File: src/rtl/fpc_pkg.sv
package fpc_pkg;
  // Which polarity the incoming pulse uses; the output uses the other one.
  typedef enum logic {
    FP_ACT_HIGH = 1'b0,
    FP_ACT_LOW  = 1'b1
  } fp_fmt_e;
endpackage

File: src/rtl/fpc_fmt_detect.sv
module fpc_fmt_detect
  import fpc_pkg::*;
#(
  parameter int RUN_LEN = 5
) (
  input  logic    clk,
  input  logic    rst_n,
  input  logic    fp_i,
  output fp_fmt_e fmt_o,
  output logic    vld_o,
  output logic    sync_o
);
  localparam int RW = $clog2(RUN_LEN + 1);
  localparam logic [RW-1:0] RUN_MAX = RW'(RUN_LEN);
  localparam logic [RW-1:0] RUN_ONE = RW'(1);

  logic          prev_q, prev_d;
  logic [RW-1:0] run_q, run_d;
  fp_fmt_e       fmt_q, fmt_d;
  logic          vld_q, vld_d;

  always_comb begin
    prev_d = fp_i;
    if (fp_i != prev_q)       run_d = RUN_ONE;
    else if (run_q < RUN_MAX) run_d = run_q + RUN_ONE;
    else                      run_d = run_q;
    fmt_d = fmt_q;
    vld_d = vld_q;
    if (run_d == RUN_MAX) begin
      fmt_d = fp_i ? FP_ACT_LOW : FP_ACT_HIGH;
      vld_d = 1'b1;
    end
  end

  always_ff @(posedge clk or negedge rst_n) begin
    if (!rst_n) begin
      prev_q <= 1'b1;
      run_q  <= '0;
      fmt_q  <= FP_ACT_LOW;
      vld_q  <= 1'b0;
    end else begin
      prev_q <= prev_d;
      run_q  <= run_d;
      fmt_q  <= fmt_d;
      vld_q  <= vld_d;
    end
  end

  // Leading edge of an active pulse under the confirmed format.
  assign sync_o = vld_q && ((fmt_q == FP_ACT_LOW) ? (prev_q && !fp_i)
                                                  : (!prev_q && fp_i));
  assign fmt_o = fmt_q;
  assign vld_o = vld_q;
endmodule

File: src/rtl/fpc_timebase.sv
module fpc_timebase
  import fpc_pkg::*;
#(
  parameter int CW        = 9,
  parameter int LOAD_LOW  = 0,
  parameter int LOAD_HIGH = 81
) (
  input  logic          clk,
  input  logic          rst_n,
  input  logic          sync_i,
  input  fp_fmt_e       fmt_i,
  output logic [CW-1:0] cnt_o
);
  localparam logic [CW-1:0] LD_LO = CW'(LOAD_LOW);
  localparam logic [CW-1:0] LD_HI = CW'(LOAD_HIGH);
  localparam logic [CW-1:0] STEP  = CW'(1);

  logic [CW-1:0] cnt_q, cnt_d;

  always_comb begin
    if (sync_i) cnt_d = (fmt_i == FP_ACT_LOW) ? LD_LO : LD_HI;
    else        cnt_d = cnt_q + STEP;   // natural wrap at a power-of-two frame
  end

  always_ff @(posedge clk or negedge rst_n) begin
    if (!rst_n) cnt_q <= '0;
    else        cnt_q <= cnt_d;
  end

  assign cnt_o = cnt_q;
endmodule

File: src/rtl/fpc_pulse_gen.sv
module fpc_pulse_gen
  import fpc_pkg::*;
#(
  parameter int CW       = 9,
  parameter int HI_POS   = 80,
  parameter int BIT_CLKS = 2
) (
  input  logic [CW-1:0] cnt_i,
  input  fp_fmt_e       fmt_i,
  input  logic          vld_i,
  output logic          fp_o
);
  localparam int FRAME = 1 << CW;
  localparam int HALF  = (BIT_CLKS > 1) ? BIT_CLKS / 2 : 1;
  localparam logic [CW-1:0] HI_A = CW'(HI_POS);
  localparam logic [CW-1:0] HI_B = CW'(HI_POS + BIT_CLKS);
  localparam logic [CW-1:0] LO_A = CW'(FRAME - HALF);
  localparam logic [CW-1:0] LO_B = CW'(HALF);

  logic in_hi_win, in_lo_win;

  assign in_hi_win = (cnt_i >= HI_A) && (cnt_i < HI_B);
  assign in_lo_win = (cnt_i >= LO_A) || (cnt_i < LO_B);

  always_comb begin
    if (fmt_i == FP_ACT_LOW) fp_o = vld_i && in_hi_win;     // emit active-high
    else                     fp_o = !(vld_i && in_lo_win);  // emit active-low
  end
endmodule

File: src/rtl/fpc_frame_conv.sv
module fpc_frame_conv
  import fpc_pkg::*;
#(
  parameter int SLOTS    = 32,
  parameter int BITS     = 8,
  parameter int BIT_CLKS = 2,
  parameter int RUN_LEN  = 5,
  parameter int HI_SLOT  = 5
) (
  input  logic                     clk,
  input  logic                     rst_n,
  input  logic                     fp_i,
  output logic                     fp_o,
  output logic [$clog2(SLOTS)-1:0] slot_o,
  output logic [$clog2(BITS)-1:0]  bit_o,
  output logic                     frame_start_o
);
  localparam int TS_W      = $clog2(SLOTS);
  localparam int BIT_W     = $clog2(BITS);
  localparam int PH_W      = $clog2(BIT_CLKS);
  localparam int CW        = TS_W + BIT_W + PH_W;
  localparam int FRAME     = SLOTS * BITS * BIT_CLKS;
  localparam int SLOT_CLKS = BITS * BIT_CLKS;
  localparam int HI_POS    = HI_SLOT * SLOT_CLKS;
  localparam int HALF      = (BIT_CLKS > 1) ? BIT_CLKS / 2 : 1;
  // The first active sample lands one clock before these loads take effect.
  localparam int LOAD_LOW  = (FRAME - HALF + 1) % FRAME;
  localparam int LOAD_HIGH = (HI_POS + 1) % FRAME;

  fp_fmt_e       fmt;
  logic          fmt_vld;
  logic          sync_ld;
  logic [CW-1:0] cnt;

  fpc_fmt_detect #(.RUN_LEN(RUN_LEN)) u_detect (
    .clk    (clk),
    .rst_n  (rst_n),
    .fp_i   (fp_i),
    .fmt_o  (fmt),
    .vld_o  (fmt_vld),
    .sync_o (sync_ld)
  );

  fpc_timebase #(.CW(CW), .LOAD_LOW(LOAD_LOW), .LOAD_HIGH(LOAD_HIGH)) u_tbase (
    .clk    (clk),
    .rst_n  (rst_n),
    .sync_i (sync_ld),
    .fmt_i  (fmt),
    .cnt_o  (cnt)
  );

  fpc_pulse_gen #(.CW(CW), .HI_POS(HI_POS), .BIT_CLKS(BIT_CLKS)) u_pgen (
    .cnt_i (cnt),
    .fmt_i (fmt),
    .vld_i (fmt_vld),
    .fp_o  (fp_o)
  );

  assign slot_o        = cnt[CW-1 -: TS_W];
  assign bit_o         = cnt[PH_W +: BIT_W];
  assign frame_start_o = (cnt == '0);
endmodule

File: config.mk
export PLATFORM = sky130hd
export DESIGN_NAME = fpc_frame_conv
export DESIGN_NICKNAME = d
export VERILOG_FILES = /design/src/rtl/fpc_pkg.sv /design/src/rtl/fpc_fmt_detect.sv /design/src/rtl/fpc_timebase.sv /design/src/rtl/fpc_pulse_gen.sv /design/src/rtl/fpc_frame_conv.sv
export SDC_FILE = /design/constraint.sdc
export NUM_CORES = 1
export LEC_CHECK = 0
export ABC_AREA = 1
export BUFFER_PORTS_ARGS = -buffer_cell sky130_fd_sc_hd__buf_4
export CORE_ASPECT_RATIO = 0.7
export CORE_MARGIN = 2
export CORE_UTILIZATION = 49
export DETAILED_ROUTE_END_ITERATION = 16
export GPL_TIMING_DRIVEN = 0
export PLACE_DENSITY = 0.78
export SYNTH_ARGS = -nofsm -noshare
export SYNTH_HDL_FRONTEND = slang
export SYNTH_HIERARCHICAL = 1
export SYNTH_SLANG_ARGS = --single-unit
File: constraint.sdc
create_clock -name clk -period 1.35 [get_ports clk]
set_input_delay 0.27 -clock clk [delete_from_list [all_inputs] [get_ports clk]]
set_output_delay 0.27 -clock clk [all_outputs]
set_load 0.05 [all_outputs]
Word-level counts from Yosys, hierarchy flattened
Cells that the tools add are included.
Storage, ports and cells
  register bits: 15
  input bits: 3
  output and inout bits: 10
Operators by class
  reduce and logical (&&, ||, !) cells: 11
  equal/unequal tests: 2
  muxes and demuxes: 7
  $add $sub $neg: 2
  order comparisons: 5
Operator list (count)
  $add 9x1->9 const B: 1
  $ge 9x7->1 const B: 1
  $ge 9x9->1 const B: 1
  $logic_not 9->1: 1
  $lt 9x1->1 const B: 1
  $lt 9x7->1 const B: 1
  $mux 9: 1
  $mux 7: 1
  $logic_and 1x1->1: 6
  $mux 3: 2
  $add 3x1->3 const B: 1
  $eq 3x3->1 const B: 1
  $logic_not 1->1: 3
  $lt 3x3->1 const B: 1
  $mux 1: 3
  $logic_or 1x1->1: 1
  $ne 1x1->1: 1

Logic depth before layout (Yosys ltp)
  depth after elaboration: 5
  gate-level depth with buffers: 8
  mapped depth without buffers: 8

Hierarchy
The synthesis kept the hierarchy.
Modules (own cells, without submodules)
  fpc_timebase: area each 441.7 µm², times used 1, cells an instance 53, seq. area each 225.2 µm²
  fpc_fmt_detect: area each 334.1 µm², times used 1, cells an instance 45, seq. area each 152.6 µm²
  fpc_pulse_gen: area each 106.4 µm², times used 1, cells an instance 24, seq. area each 0.0 µm²
  fpc_frame_conv: area each 31.3 µm², times used 1, cells an instance 8, seq. area each 0.0 µm²

Worst setup path after synthesis
No wires, ideal clock.
  path kind: flip-flop to output port
  from: register u_tbase.cnt_q[5], in the netlist u_tbase/cnt_o[5]
  to: output fp_o
  buffers on the path: 0
  setup slack: -0.440 ns
  data arrival time: 1.520 ns
  cell stages (with the launch flop): 7
  data required time: 1.080 ns
  cell sequence: dfrtp_1 nor2_1 nand2_1 nor2_1 nand2_1 nand2_1 a21oi_2
On the way
  word-level cells in the longest chain between the ends: 5
  elaborated cells between the ends (all ways): 10
  classes of those cells: order compare: 4; mux: 1; reduce/logical: 5
Ends and longest elaborated chain
  start: declaration: RTL line fpc_timebase.sv:18  | logic [CW-1:0] cnt_q, cnt_d;
  start signal: assignment: RTL line fpc_timebase.sv:27  | else cnt_q <= cnt_d;
  $ge 9x9->1 or $lt 9x1->1 (tied branches): RTL line fpc_pulse_gen.sv:23  | assign in_lo_win = (cnt_i >= LO_A) || (cnt_i < LO_B);
  $logic_or 1x1->1: RTL line fpc_pulse_gen.sv:23
  $logic_and 1x1->1: RTL line fpc_pulse_gen.sv:27  | else fp_o = !(vld_i && in_lo_win);
  $logic_not 1->1: RTL line fpc_pulse_gen.sv:27
  $mux 1 *: RTL line fpc_pulse_gen.sv:26  | if (fmt_i == FP_ACT_LOW) fp_o = vld_i && in_hi_win;
  end: declaration: RTL line fpc_frame_conv.sv:13  | output logic fp_o,
Every way passes the cells marked *; elsewhere a longest branch is shown, timed or not.

Worst setup path after layout
  from: register u_tbase.cnt_q[6], in the netlist u_tbase/cnt_o[6]
  to: output fp_o
Same word-level chain as after synthesis.

==> reports/results.ini <==
[global_route]
grt_usage_pct=24.6
grt-ovfl-total=0
grt_pass1_vias=937
grt_antenna_before_repair=0
grt_pass1_wl_um=4130
grt_max_degree=16

[clock_network]
clock-root-buffer=clkbuf_4
worstSkewPairLatency_ns=0.27
cts_max_path_buffers=2
cts_tree=built
cts_buffers=3
clock_sinks=15
h-tree-depth=1
clk_pin_slew_worst_paths_ns=0.09

[power_and_ir_drop]
p_per_area_nw_per_um2=2160
total_power_mw=2.68
leakagePower_nw=0.613
ir_drop_uv=1560

[critical_path]
cp_cell_sequence=nor3_1, nand2_1, nand2_2, a21oi_4, buf_6
cpPeakStageDelay_ns=0.47
path_class=flip-flop to primary output
worst_setup_path_end_kind=primary output
cp_data_required_time_ns=1.08
crit_slowest_cell=dfrtp_2
crit_arrival_ns=1.37
r2r-end=u_tbase/cnt_o[0]$_DFF_PN0_
ff2ff_path_depth=7
path_max_fanout=6
cp-start-kind=flip-flop
regToRegSetupSlack_ns=-0.24
r2r_start=u_detect/prev_q$_DFF_PN1_

[yosys]
netlist_instances=130
synth_top_family_by_area=simple AND/OR/NAND/NOR gates
synthFlopType=dfrtp_1
synthMuxAreaShare_pct=0
async_flop_share_pct=100
synth_top_area_share_pct=35.6
synthTopCellsByCount=nand2_1 (32), nor2_1 (23), inv_1 (18)
avgSynthCellArea_um2=7.03
ys_seq_area_share_pct=41.4
synth_area_leaders=dfrtp_1 (36%), nand2_1 (13%), nor2_1 (9.5%)
syn-cell-area_um2=913
synth_compound_area_share_pct=10.5
yosysUniqueCellTypes=20
synth-adder-area-share_pct=5.48
ys_warn_count=6
synth-simple-area-share_pct=34.4
synth_nets=137
synth_xor_area_share_pct=0
synth_top_area_cell=dfrtp_1
yosysMostFrequentCell=nand2_1
synth_edf_count=0
ys_seq_elements=15

[place]
dpl.hpwl_um=1520
dp.cells=164
port-buffer-count=12
place_congestion=0.829
dp_worst_setup_slack_ns=-0.122

[job]
maxCapViolCount=0

[worst_hold_path]
hold_depth=1
min_to=u_detect/prev_q$_DFF_PN1_
hold_path_class=input pin to flip-flop
hp-start=fp_i

[drt]
drt_iter0_drc=39
wl_met3_um=61
viasPerCell=5.14
dr_wl_met2_um=1210
antenna_left=0
drc=0
dr.pass1.iters=4
wl_per_cell_um=13.6
drt-total-wl_um=2470
wl_met1_um=1150
vias=936
highest_layer=met4

[timing]
drv_slew=0
tns_ns=-1.96
timing.final.ws_setup_ns=-0.288
fin_crit_ns=1.64
setup_viol=10
relSlewSlack_pct=84.0
fmax_mhz=611
tightest_slew_ns=0.237
rsz0062_at_grt=true
fin_crit_sh_pct=121
hold_violations=0
fin_skew_ns=0.00129

[die]
die_area_um2=2230
core_region_area_um2=1810
chipWidth_um=55.6
row_count=13
start_util_pct=50.6
fp.dieH_um=40.1
num_io_pins=13

[finish]
syn2layout_area_growth_pct=35.9
finalNetCount=168
n_antenna_cell=0
fin_cells=182
drive_gt1_share_pct=34.4
final_core_util_pct=68.7

[outcome]
violations=setup timing
status=finished, violations left

-- what timing repair did --
item | 4_1_cts | 5_1_grt
setup endpoints to repair | 9 | 13
pin swaps | 2 | 0
buffers inserted | 13 | 0
resized for setup | 7 | 4
endpoints found under the hold margin | 13 | 0
hold buffers | 1 | 0
-- report_power, final --
part	switching [mW]	leakage, nW	total, mW	internal (mW)
sequential	0.209	0.170	0.820	0.611
clock	0.143	0.0150	0.257	0.114
combinational	1.01	0.428	1.60	0.589
total	1.36	0.613	2.68	1.31
-- per-stage QoR --
step                hold slack, ns  instance area, um2
finish                       0.121                1240
floorplan                  -0.0256                 942
CTS                          0.118                1220
global placement             0.133                1060
global route                 0.106                1240
detailed placement           0.135                1060
-- critical path, delay by kind of cell (launching register included) --
kind                   cells  cell delay (ns)
AO/OA/AOI/OAI              1             0.05
AND/OR/NAND/NOR            3             0.42
flip-flops                 1             0.47
buffers and inverters      1             0.15
-- worst max path at each step --
stage / cells past startpoint / slack [ns] / startpoint / end
6_report: 5 / -0.29 / u_tbase/cnt_o[6]$_DFF_PN0_ / fp_o
3_5_place_dp: 7 / -0.12 / u_detect/prev_q$_DFF_PN1_ / u_tbase/cnt_o[0]$_DFF_PN0_
2_1_floorplan: 5 / -0.14 / u_tbase/cnt_o[7]$_DFF_PN0_ / fp_o
4_1_cts: 5 / -0.26 / u_tbase/cnt_o[6]$_DFF_PN0_ / fp_o
3_3_place_gp: 6 / -0.11 / u_detect/prev_q$_DFF_PN1_ / u_tbase/cnt_o[0]$_DFF_PN0_
5_1_grt: 7 / -0.35 / u_tbase/cnt_o[5]$_DFF_PN0_ / fp_o
-- placed cells by master (no fill, tap or decap) --
cell	count
o21ai_0	5
nor3_1	1
a21oi_4	1
clkinv_1	1
inv_1	18
a21oi_2	2
a21oi_1	5
dfstp_2	2
o211ai_1	1
ha_4	1
buf_6	4
dlygate4sd3_1	1
clkbuf_4	3
ha_1	3
or2_1	1
inv_2	1
clkbuf_1	1
nand2_1	31
o21bai_1	2
nand2_2	3
nor2_4	1
buf_4	21
o21ai_1	1
dfrtp_1	4
dfrtp_2	9
nand3_1	9
nand3_2	2
nor3_2	1
nor2_1	21
nor2_2	4
-- logic make-up after synthesis --
| group | after synthesis |
|---|---|
| simple gates | 74 |
| compound gates | 17 |
| fa+ha+maj | 4 |
| flops | 15 |
| buf+inv | 20 |
-- sequential cells by signal, summed over array words and instances, names as in the netlist --
register,count
u_detect/fmt_o,1
u_detect/prev_q,1
u_detect/run_q,3
u_detect/vld_o,1
u_tbase/cnt_o,9
-- final cells by class --
type	count	area [um2]
Fill cell	136	564
Multi-Input combinational cell	95	510
Sequential cell	15	389
Timing Repair Buffer	26	213
Inverter	20	75.1
Tap cell	22	27.5
Clock buffer	4	26.3
-- metal layers --
metal	up-vias	GRT usage (%)
li1	468	-
met1	445	30.9
met2	19	47.0
met3	4	3.23
met4	0	6.10
met5	-	0
(Power assumes the default switching activity.)
